===== config.mk =====
export PLATFORM = sky130hd
export DESIGN_NAME = spi_chan_regs
export DESIGN_NICKNAME = d
export VERILOG_FILES = /design/src/rtl/spi_chan_pkg.sv /design/src/rtl/spi_chan_fifo.sv /design/src/rtl/spi_chan_seq.sv /design/src/rtl/spi_chan_regs.sv
export SDC_FILE = /design/constraint.sdc
export NUM_CORES = 1
export LEC_CHECK = 0
export ABC_CLOCK_PERIOD_IN_PS = 5030
export CORE_MARGIN = 4
export CORE_UTILIZATION = 59
export CTS_BUF_LIST = sky130_fd_sc_hd__clkbuf_16
export CTS_CLUSTER_SIZE = 20
export DETAILED_ROUTE_END_ITERATION = 6
export DONT_BUFFER_PORTS = 1
export MAX_ROUTING_LAYER = met4
export PLACE_DENSITY = 0.81
export RECOVER_POWER = 25
export SYNTH_ARGS = -nofsm -noshare
export SYNTH_HDL_FRONTEND = slang
export SYNTH_SLANG_ARGS = --single-unit
export TNS_END_PERCENT = 10

===== constraint.sdc =====
create_clock -name clk -period 5.03 [get_ports clk]
set_clock_uncertainty 0.2 [all_clocks]
set_input_delay 0.2515 -clock clk [delete_from_list [all_inputs] [get_ports clk]]
set_output_delay 0.2515 -clock clk [all_outputs]
set_load 0.05 [all_outputs]

===== src/rtl/spi_chan_pkg.sv =====
package spi_chan_pkg;
    localparam int BUS_AW = 8;

    localparam logic [BUS_AW-1:0] OFF_CFG  = 8'h00;
    localparam logic [BUS_AW-1:0] OFF_DIV  = 8'h04;
    localparam logic [BUS_AW-1:0] OFF_CMD  = 8'h08;
    localparam logic [BUS_AW-1:0] OFF_STAT = 8'h0C;
    localparam logic [BUS_AW-1:0] OFF_IEN  = 8'h10;
    localparam logic [BUS_AW-1:0] OFF_THR  = 8'h14;
    localparam logic [BUS_AW-1:0] OFF_CNT  = 8'h18;
    localparam logic [BUS_AW-1:0] OFF_TXD  = 8'h1C;
    localparam logic [BUS_AW-1:0] OFF_RXD  = 8'h20;

    // status bit positions (software decodes these)
    localparam int ST_PEND = 0;
    localparam int ST_DONE = 1;
    localparam int ST_TXLV = 2;
    localparam int ST_RXLV = 3;
    localparam int ST_TXUF = 4;
    localparam int ST_RXOF = 5;
    localparam int ST_W    = 6;
    localparam int IEN_W   = 5;
    localparam int THR_W   = 8;
    localparam logic [THR_W-1:0] THR_RST = 8'h80;

    typedef enum logic [1:0] {
        CMD_IDLE   = 2'd0,
        CMD_LAUNCH = 2'd1,
        CMD_WAIT   = 2'd2
    } cmd_state_t;
endpackage


===== src/rtl/spi_chan_fifo.sv =====
module spi_chan_fifo #(
    parameter int DEPTH = 8,
    parameter int WIDTH = 32
) (
    input  logic                             clk,
    input  logic                             rst_n,
    input  logic                             push,
    input  logic [WIDTH-1:0]                 push_data,
    input  logic                             pop,
    output logic [WIDTH-1:0]                 head,
    output logic [$clog2(DEPTH+1)-1:0]       count,
    output logic                             full,
    output logic                             empty
);
    localparam int PW = (DEPTH > 1) ? $clog2(DEPTH) : 1;
    localparam int CW = $clog2(DEPTH+1);

    logic [WIDTH-1:0] mem [DEPTH];
    logic [PW-1:0]    wptr, rptr;
    logic             do_push, do_pop;

    assign full    = (count == CW'(DEPTH));
    assign empty   = (count == '0);
    assign do_push = push && !full;
    assign do_pop  = pop && !empty;
    assign head    = mem[rptr];

    always_ff @(posedge clk or negedge rst_n) begin
        if (!rst_n) begin
            wptr  <= '0;
            rptr  <= '0;
            count <= '0;
        end else begin
            if (do_push) wptr <= (wptr == PW'(DEPTH-1)) ? '0 : wptr + 1'b1;
            if (do_pop)  rptr <= (rptr == PW'(DEPTH-1)) ? '0 : rptr + 1'b1;
            if (do_push && !do_pop)      count <= count + 1'b1;
            else if (do_pop && !do_push) count <= count - 1'b1;
        end
    end

    always_ff @(posedge clk) begin
        if (do_push) mem[wptr] <= push_data;
    end

    // a full FIFO never grows past its depth
    p_no_overflow_r3: assert property (@(posedge clk) disable iff (!rst_n)
        count <= CW'(DEPTH));
    // a push into a full FIFO with no pop leaves the count alone
    p_drop_when_full_r5: assert property (@(posedge clk) disable iff (!rst_n)
        (push && full && !pop) |=> (count == CW'(DEPTH)));
endmodule


===== src/rtl/spi_chan_seq.sv =====
module spi_chan_seq
    import spi_chan_pkg::*;
(
    input  logic clk,
    input  logic rst_n,
    input  logic cmd_wr,
    input  logic eng_done,
    output logic accept,
    output logic start
);
    cmd_state_t state, state_nx;

    always_ff @(posedge clk or negedge rst_n) begin
        if (!rst_n) state <= CMD_IDLE;
        else        state <= state_nx;
    end

    always_comb begin
        state_nx = state;
        unique case (state)
            CMD_IDLE:   if (cmd_wr) state_nx = CMD_LAUNCH;
            CMD_LAUNCH: state_nx = CMD_WAIT;
            CMD_WAIT:   if (eng_done) state_nx = CMD_IDLE;
            default:    state_nx = CMD_IDLE;
        endcase
    end

    always_comb begin
        accept = 1'b0;
        start  = 1'b0;
        unique case (state)
            CMD_IDLE:   accept = cmd_wr;
            CMD_LAUNCH: start  = 1'b1;
            CMD_WAIT:   ;
            default:    ;
        endcase
    end

    // the start strobe lasts one cycle and follows every acceptance
    p_start_pulse_r8: assert property (@(posedge clk) disable iff (!rst_n)
        start |=> !start);
    p_accept_launch_r8: assert property (@(posedge clk) disable iff (!rst_n)
        accept |=> start);
endmodule


===== src/rtl/spi_chan_regs.sv =====
module spi_chan_regs
    import spi_chan_pkg::*;
#(
    parameter int DEPTH = 8,
    parameter int DW    = 32
) (
    input  logic              clk,
    input  logic              rst_n,
    input  logic              bus_sel,
    input  logic              bus_wr,
    input  logic [BUS_AW-1:0] bus_addr,
    input  logic [DW-1:0]     bus_wdata,
    output logic [DW-1:0]     bus_rdata,
    output logic              irq,
    output logic [DW-1:0]     eng_cfg,
    output logic [DW-1:0]     eng_div,
    output logic [DW-1:0]     eng_cmd,
    output logic              eng_start,
    output logic [DW-1:0]     eng_tx_word,
    output logic              eng_tx_avail,
    input  logic              eng_tx_pop,
    input  logic              eng_rx_push,
    input  logic [DW-1:0]     eng_rx_word,
    input  logic              eng_done
);
    localparam int CW = $clog2(DEPTH+1);

    logic            wr_cfg, wr_div, wr_cmd, wr_stat, wr_ien, wr_thr, wr_txd, rd_rxd;
    logic [CW-1:0]   tx_cnt, rx_cnt;
    logic [3:0]      tx_nib, rx_nib;
    logic            tx_full, tx_empty, rx_full, rx_empty;
    logic [DW-1:0]   rx_head;
    logic            cmd_acc;
    logic [ST_W-1:0] stat_q, stat_d, stat_set, stat_clr;
    logic [IEN_W-1:0] ien_q;
    logic [THR_W-1:0] thr_q;

    assign wr_cfg  = bus_sel && bus_wr && (bus_addr == OFF_CFG);
    assign wr_div  = bus_sel && bus_wr && (bus_addr == OFF_DIV);
    assign wr_cmd  = bus_sel && bus_wr && (bus_addr == OFF_CMD);
    assign wr_stat = bus_sel && bus_wr && (bus_addr == OFF_STAT);
    assign wr_ien  = bus_sel && bus_wr && (bus_addr == OFF_IEN);
    assign wr_thr  = bus_sel && bus_wr && (bus_addr == OFF_THR);
    assign wr_txd  = bus_sel && bus_wr && (bus_addr == OFF_TXD);
    assign rd_rxd  = bus_sel && !bus_wr && (bus_addr == OFF_RXD);

    spi_chan_fifo #(.DEPTH(DEPTH), .WIDTH(DW)) u_txq (
        .clk(clk), .rst_n(rst_n),
        .push(wr_txd), .push_data(bus_wdata), .pop(eng_tx_pop),
        .head(eng_tx_word), .count(tx_cnt), .full(tx_full), .empty(tx_empty)
    );

    spi_chan_fifo #(.DEPTH(DEPTH), .WIDTH(DW)) u_rxq (
        .clk(clk), .rst_n(rst_n),
        .push(eng_rx_push), .push_data(eng_rx_word), .pop(rd_rxd),
        .head(rx_head), .count(rx_cnt), .full(rx_full), .empty(rx_empty)
    );

    spi_chan_seq u_seq (
        .clk(clk), .rst_n(rst_n), .cmd_wr(wr_cmd), .eng_done(eng_done),
        .accept(cmd_acc), .start(eng_start)
    );

    assign eng_tx_avail = !tx_empty;
    assign tx_nib = 4'(tx_cnt);
    assign rx_nib = 4'(rx_cnt);

    always_ff @(posedge clk or negedge rst_n) begin
        if (!rst_n) begin
            eng_cfg <= '0;
            eng_div <= '0;
            eng_cmd <= '0;
            ien_q   <= '0;
            thr_q   <= THR_RST;
        end else begin
            if (wr_cfg)  eng_cfg <= bus_wdata;
            if (wr_div)  eng_div <= bus_wdata;
            if (cmd_acc) eng_cmd <= bus_wdata;
            if (wr_ien)  ien_q   <= bus_wdata[IEN_W-1:0];
            if (wr_thr)  thr_q   <= bus_wdata[THR_W-1:0];
        end
    end

    // sticky status: event sets win over a same-cycle write-one clear
    always_comb begin
        stat_set          = '0;
        stat_set[ST_PEND] = cmd_acc;
        stat_set[ST_DONE] = eng_done;
        stat_set[ST_TXLV] = (tx_nib <= thr_q[3:0]);
        stat_set[ST_RXLV] = (rx_nib >= thr_q[7:4]);
        stat_set[ST_TXUF] = (wr_txd && tx_full) || (eng_tx_pop && tx_empty);
        stat_set[ST_RXOF] = eng_rx_push && rx_full;
        stat_clr          = wr_stat ? bus_wdata[ST_W-1:0] : '0;
        stat_d            = (stat_q & ~stat_clr) | stat_set;
        stat_d[ST_PEND]   = cmd_acc || (stat_q[ST_PEND] && !stat_clr[ST_PEND] && !eng_done);
    end

    always_ff @(posedge clk or negedge rst_n) begin
        if (!rst_n) stat_q <= '0;
        else        stat_q <= stat_d;
    end

    // enable bit k gates status bit k+1; pending has no enable
    always_comb begin
        irq = 1'b0;
        for (int k = 0; k < IEN_W; k++) begin
            irq = irq || (stat_q[k+1] && ien_q[k]);
        end
    end

    always_comb begin
        bus_rdata = '0;
        case (bus_addr)
            OFF_CFG:  bus_rdata = eng_cfg;
            OFF_DIV:  bus_rdata = eng_div;
            OFF_CMD:  bus_rdata = eng_cmd;
            OFF_STAT: bus_rdata[ST_W-1:0]  = stat_q;
            OFF_IEN:  bus_rdata[IEN_W-1:0] = ien_q;
            OFF_THR:  bus_rdata[THR_W-1:0] = thr_q;
            OFF_CNT:  bus_rdata[7:0] = {tx_nib, rx_nib};
            OFF_RXD:  bus_rdata = rx_empty ? '0 : rx_head;
            default:  bus_rdata = '0;
        endcase
    end

    // the interrupt only rises with some event bit set
    p_irq_source_r10: assert property (@(posedge clk) disable iff (!rst_n)
        irq |-> (stat_q[ST_W-1:1] != '0));
    // a one written to done clears it when no done pulse coincides
    p_w1c_done_r6: assert property (@(posedge clk) disable iff (!rst_n)
        (wr_stat && bus_wdata[ST_DONE] && !eng_done) |=> !stat_q[ST_DONE]);
    // overflow is recorded
    p_rx_overflow_r5: assert property (@(posedge clk) disable iff (!rst_n)
        (eng_rx_push && rx_full) |=> stat_q[ST_RXOF]);
    // done pulse drops pending unless a command is accepted in that cycle
    p_done_clears_pend_r9: assert property (@(posedge clk) disable iff (!rst_n)
        (eng_done && !cmd_acc) |=> !stat_q[ST_PEND]);
    // pending is visible during the start strobe
    p_start_pending_r8: assert property (@(posedge clk) disable iff (!rst_n)
        eng_start |-> stat_q[ST_PEND]);
    // empty receive reads return zero
    p_empty_read_r4: assert property (@(posedge clk) disable iff (!rst_n)
        (rd_rxd && rx_empty) |-> (bus_rdata == '0));
endmodule


==> impl_results.md <==
* Run status: finished clean
* Vias in the first global route at 14.4k
* Die outline width at 219 um
* Synth Area in Simple Gates at between 2 and 3%
* Xor-xnor portion of the synthesized cell area at 0.133%
* Max Freq at 266 MHz
* Critical path data arrival time at approximately 4 ns
* TritonCTS clock tree: yes
* Pwr Density at ~460 nW/um^2
* Cell variety after synth at between 50 and 60
* H-tree depth at 2
* Req. time, crit path at between 5 and 6 ns
* # setup viols final at 0
* Initial DRC count at 1,661
* Synth top area cells: edfxtp_1 (58%), dfrtp_1 (13%), mux4_2 (11%)
* Yosys top cell area share at between 50% and 60%
* Row cnt at 77
* Final Util at between 60% and 70%
* Pleak at 10.4 nW
* DR vias/cell at ~6.5
* Clock sinks at approximately 650
* Final net count at roughly 1.6k
* Slew margin rel. at between 15 and 20%
* Least-Margin Pin Slew at between 1 and 1.5 ns
* Post-DP HPWL at approximately 37,000 um
* YS warnings at 0
* Power, Total at about 14 mW
* Mapped Avg Cell Area at 19.6 sq um
* Adder-cell share of the synthesized area at between 1 and 1.5%
* Critical Path Source Type: input pin
* Initial Util at ~60%
* Layout cells sized above 1 at 30.8%
* Clock latency on the worst-skew pair at 0.63 ns
* Clk pwr share at around a third
* Clock Path Buffers at 3
* Complex-gate fraction of the synthesized area at 3.14%
* Synth area leader: edfxtp_1
* Comb power frac at roughly 20%
* CP Max Fanout at 6
* Via count at 13.7k
* Max-cap violations at 0
* Internal power at around 9.7 mW
* Switching Fraction at between 30% and 40%
* Commonest cells after routing, fill and taps aside: edfxtp_1 (512), mux2_2 (161), dfrtp_1 (132), mux4_2 (127), dlygate4sd3_1 (84)
* Top FF cell, synth: edfxtp_1
* First-pass GRT wire length at 95,000 um
* Hold Path Class: input pin to async pin
* GRT Util Overall at about 28%
* Antenna Violating Nets Remaining at 0
* Area occupied by multi-input gates at about 7300 sq um
* Multiplexer share of the synthesized area at around a fifth
* Final setup TNS at 0 ns
* Post-synth EDFFs at approximately 500
* FF/Latch Area at 18,800 sq um
* Post-Synthesis Cells at 1,342
* DR WL/cell at 30.4 um
* VDD IR max at 0.000380 V
* Worst r2r src: u_rxq.count[0]
* Post-CTS sizing at 0
* Post-synth ARST share at a little over a fifth
* Fillers at about 2.8k
* I/O Pins at 242
* Synth Net Count at roughly 1.4k
* Post-Syn Area at around 26,000 sq um
* Total routed wirelength at between 60,000 and 70,000 um
* Die Ht at 219 um
* Sequential area share after synthesis at 71.5%
* FF-to-FF End: u_rxq.count[3]
* Final setup margin at around 1.3 ns
* Core Region at approximately 44,000 sq um
* Die area at 48,000 sq um
* Final Hold Fails at 0
* Sw Pwr at ~4.2 mW
* Worst Setup End Kind: flop
* Setup Crit Path Kind: input pin to flop
* Total global routing overflow at 0
* Largest family of logic cells by synthesized area: multiplexers
* Pre-CTS WS at 1.13 ns
* FF-to-FF path depth at 9
* Port Buffer Count at 0
* Pre-antenna DRT Iters at 5
* Fin crit period at between 3 and 4 ns
* Fin crit share at roughly three quarters
* Number of synthesized register bits at 649
* Postcts setup bufs at 0
* Num CTS Buffers at 61
* Reg clk slew, reported paths at ~0.060 ns
* Largest net degree at the start of global routing at ~140
* Commonest non-fill, non-tap cell in the layout: edfxtp_1
* Clk root buf: clkbuf_16
* Seq pwr share at 48.1%
* Remaining routing DRC violations at 0
* Initial antenna violation count at 6
* Layout area overhead at 13.7%
* Worst R2R Setup Slack at roughly 1.3 ns
* Slew Viols, Final at 0
* RSZ-0062 raised after global routing: no
* Gpl congestion at between 0.9 and 1
## how the worst max path moves through the flow
stage             startpoint  slack, ns               to
3_3_place_gp     bus_addr[3]       1.29   u_rxq.count[3]
6_report         bus_addr[5]       1.26   u_txq.count[3]
5_1_grt        u_rxq.rptr[1]       1.09     bus_rdata[8]
4_1_cts        u_rxq.rptr[1]       1.20     bus_rdata[8]
2_1_floorplan    bus_addr[1]       0.31  u_txq.mem[4][0]
3_5_place_dp     bus_addr[3]       1.13   u_rxq.count[3]
## power groups by stage
stage,sequential (mW),clock [mW],combinational (mW)
finish,6.67,4.39,2.81
global route,6.71,4.70,2.97
CTS,6.66,4.44,2.83
detailed placement,6.77,0,2.64
global placement,6.73,0,2.59
floorplan,6.54,0,2.27
## cells in the mapped netlist, types with 19 or more instances
| cell type | n |
|---|---|
| a221o_1 | 23 |
| a22oi_1 | 30 |
| buf_1 | 19 |
| clkbuf_1 | 40 |
| dfrtp_1 | 136 |
| edfxtp_1 | 512 |
| ha_1 | 22 |
| mux2_2 | 161 |
| mux2_4 | 28 |
| mux4_2 | 127 |
| nand2_1 | 38 |
| nor2_1 | 46 |
| nor3_1 | 21 |
## metal layers
layer | global-route usage [%] | vias to the layer above | part of all wire (%)
li1 | - | 5679 | -
met4 | 8.72 | 0 | 3.3
met3 | 8.45 | 158 | 10
met5 | - | - | 0
met1 | 35.7 | 7170 | 38
met2 | 42.8 | 712 | 49
## sequential cells by signal (all words and copies together) (netlist names), 3 cells and up
register and cells:
stat_q 6, u_rxq.wptr 3, ien_q 5, eng_cfg 32, eng_cmd 32, u_rxq.mem 256
u_txq.wptr 3, eng_div 32, u_txq.rptr 3, u_txq.count 4, u_rxq.count 4, u_txq.mem 256
thr_q 8, u_rxq.rptr 3
## worst max-delay path, cell delays in order
cell and delay, ns:
dlygate4sd3_1 0.53, or4b_2 0.73, dlygate4sd3_1 0.60, nor4_1 0.18
buf_4 0.21, ha_1 0.23, inv_1 0.13, ha_1 0.30
a21o_1 0.21, a2111oi_0 0.50, o31ai_1 0.18
## logic make-up (layout without fill, tap and decap cells)
family,count (synthesis),count (layout)
flops,649,649
mux,333,333
simple gates,142,142
compound gates,105,105
buf+inv,85,242
fa+ha+maj,24,24
xor+xnor,4,4
other cells,0,5
## cell type report
cell class | instances | share of cell area [%]
Multi-Input combinational cell | 608 | 24.3
Clock inverter | 51 | 1.03
Clock buffer | 64 | 5.36
Sequential cell | 649 | 62.9
Tap cell | 592 | 2.48
Timing Repair Buffer | 112 | 3.62
Antenna cell | 5 | 0.0419
Inverter | 15 | 0.188
## repair_timing
item                       in CTS  in global routing
setup endpoints to repair       0                  0
hold endpoints to repair      775                  0
hold buffers                   85                  0
## through the flow
step           instance area, sq um  cells  hold slack, ns
4_1_cts                       29900   2091          0.0239
5_1_grt                       29900   2096          0.0583
2_1_floorplan                 26300   1342          -0.244
3_5_place_dp                  27100   1891          -0.236
6_report                      29900   2096          0.0491
3_3_place_gp                  27100   1891          -0.236
Power figures use the tool's default switching activity.
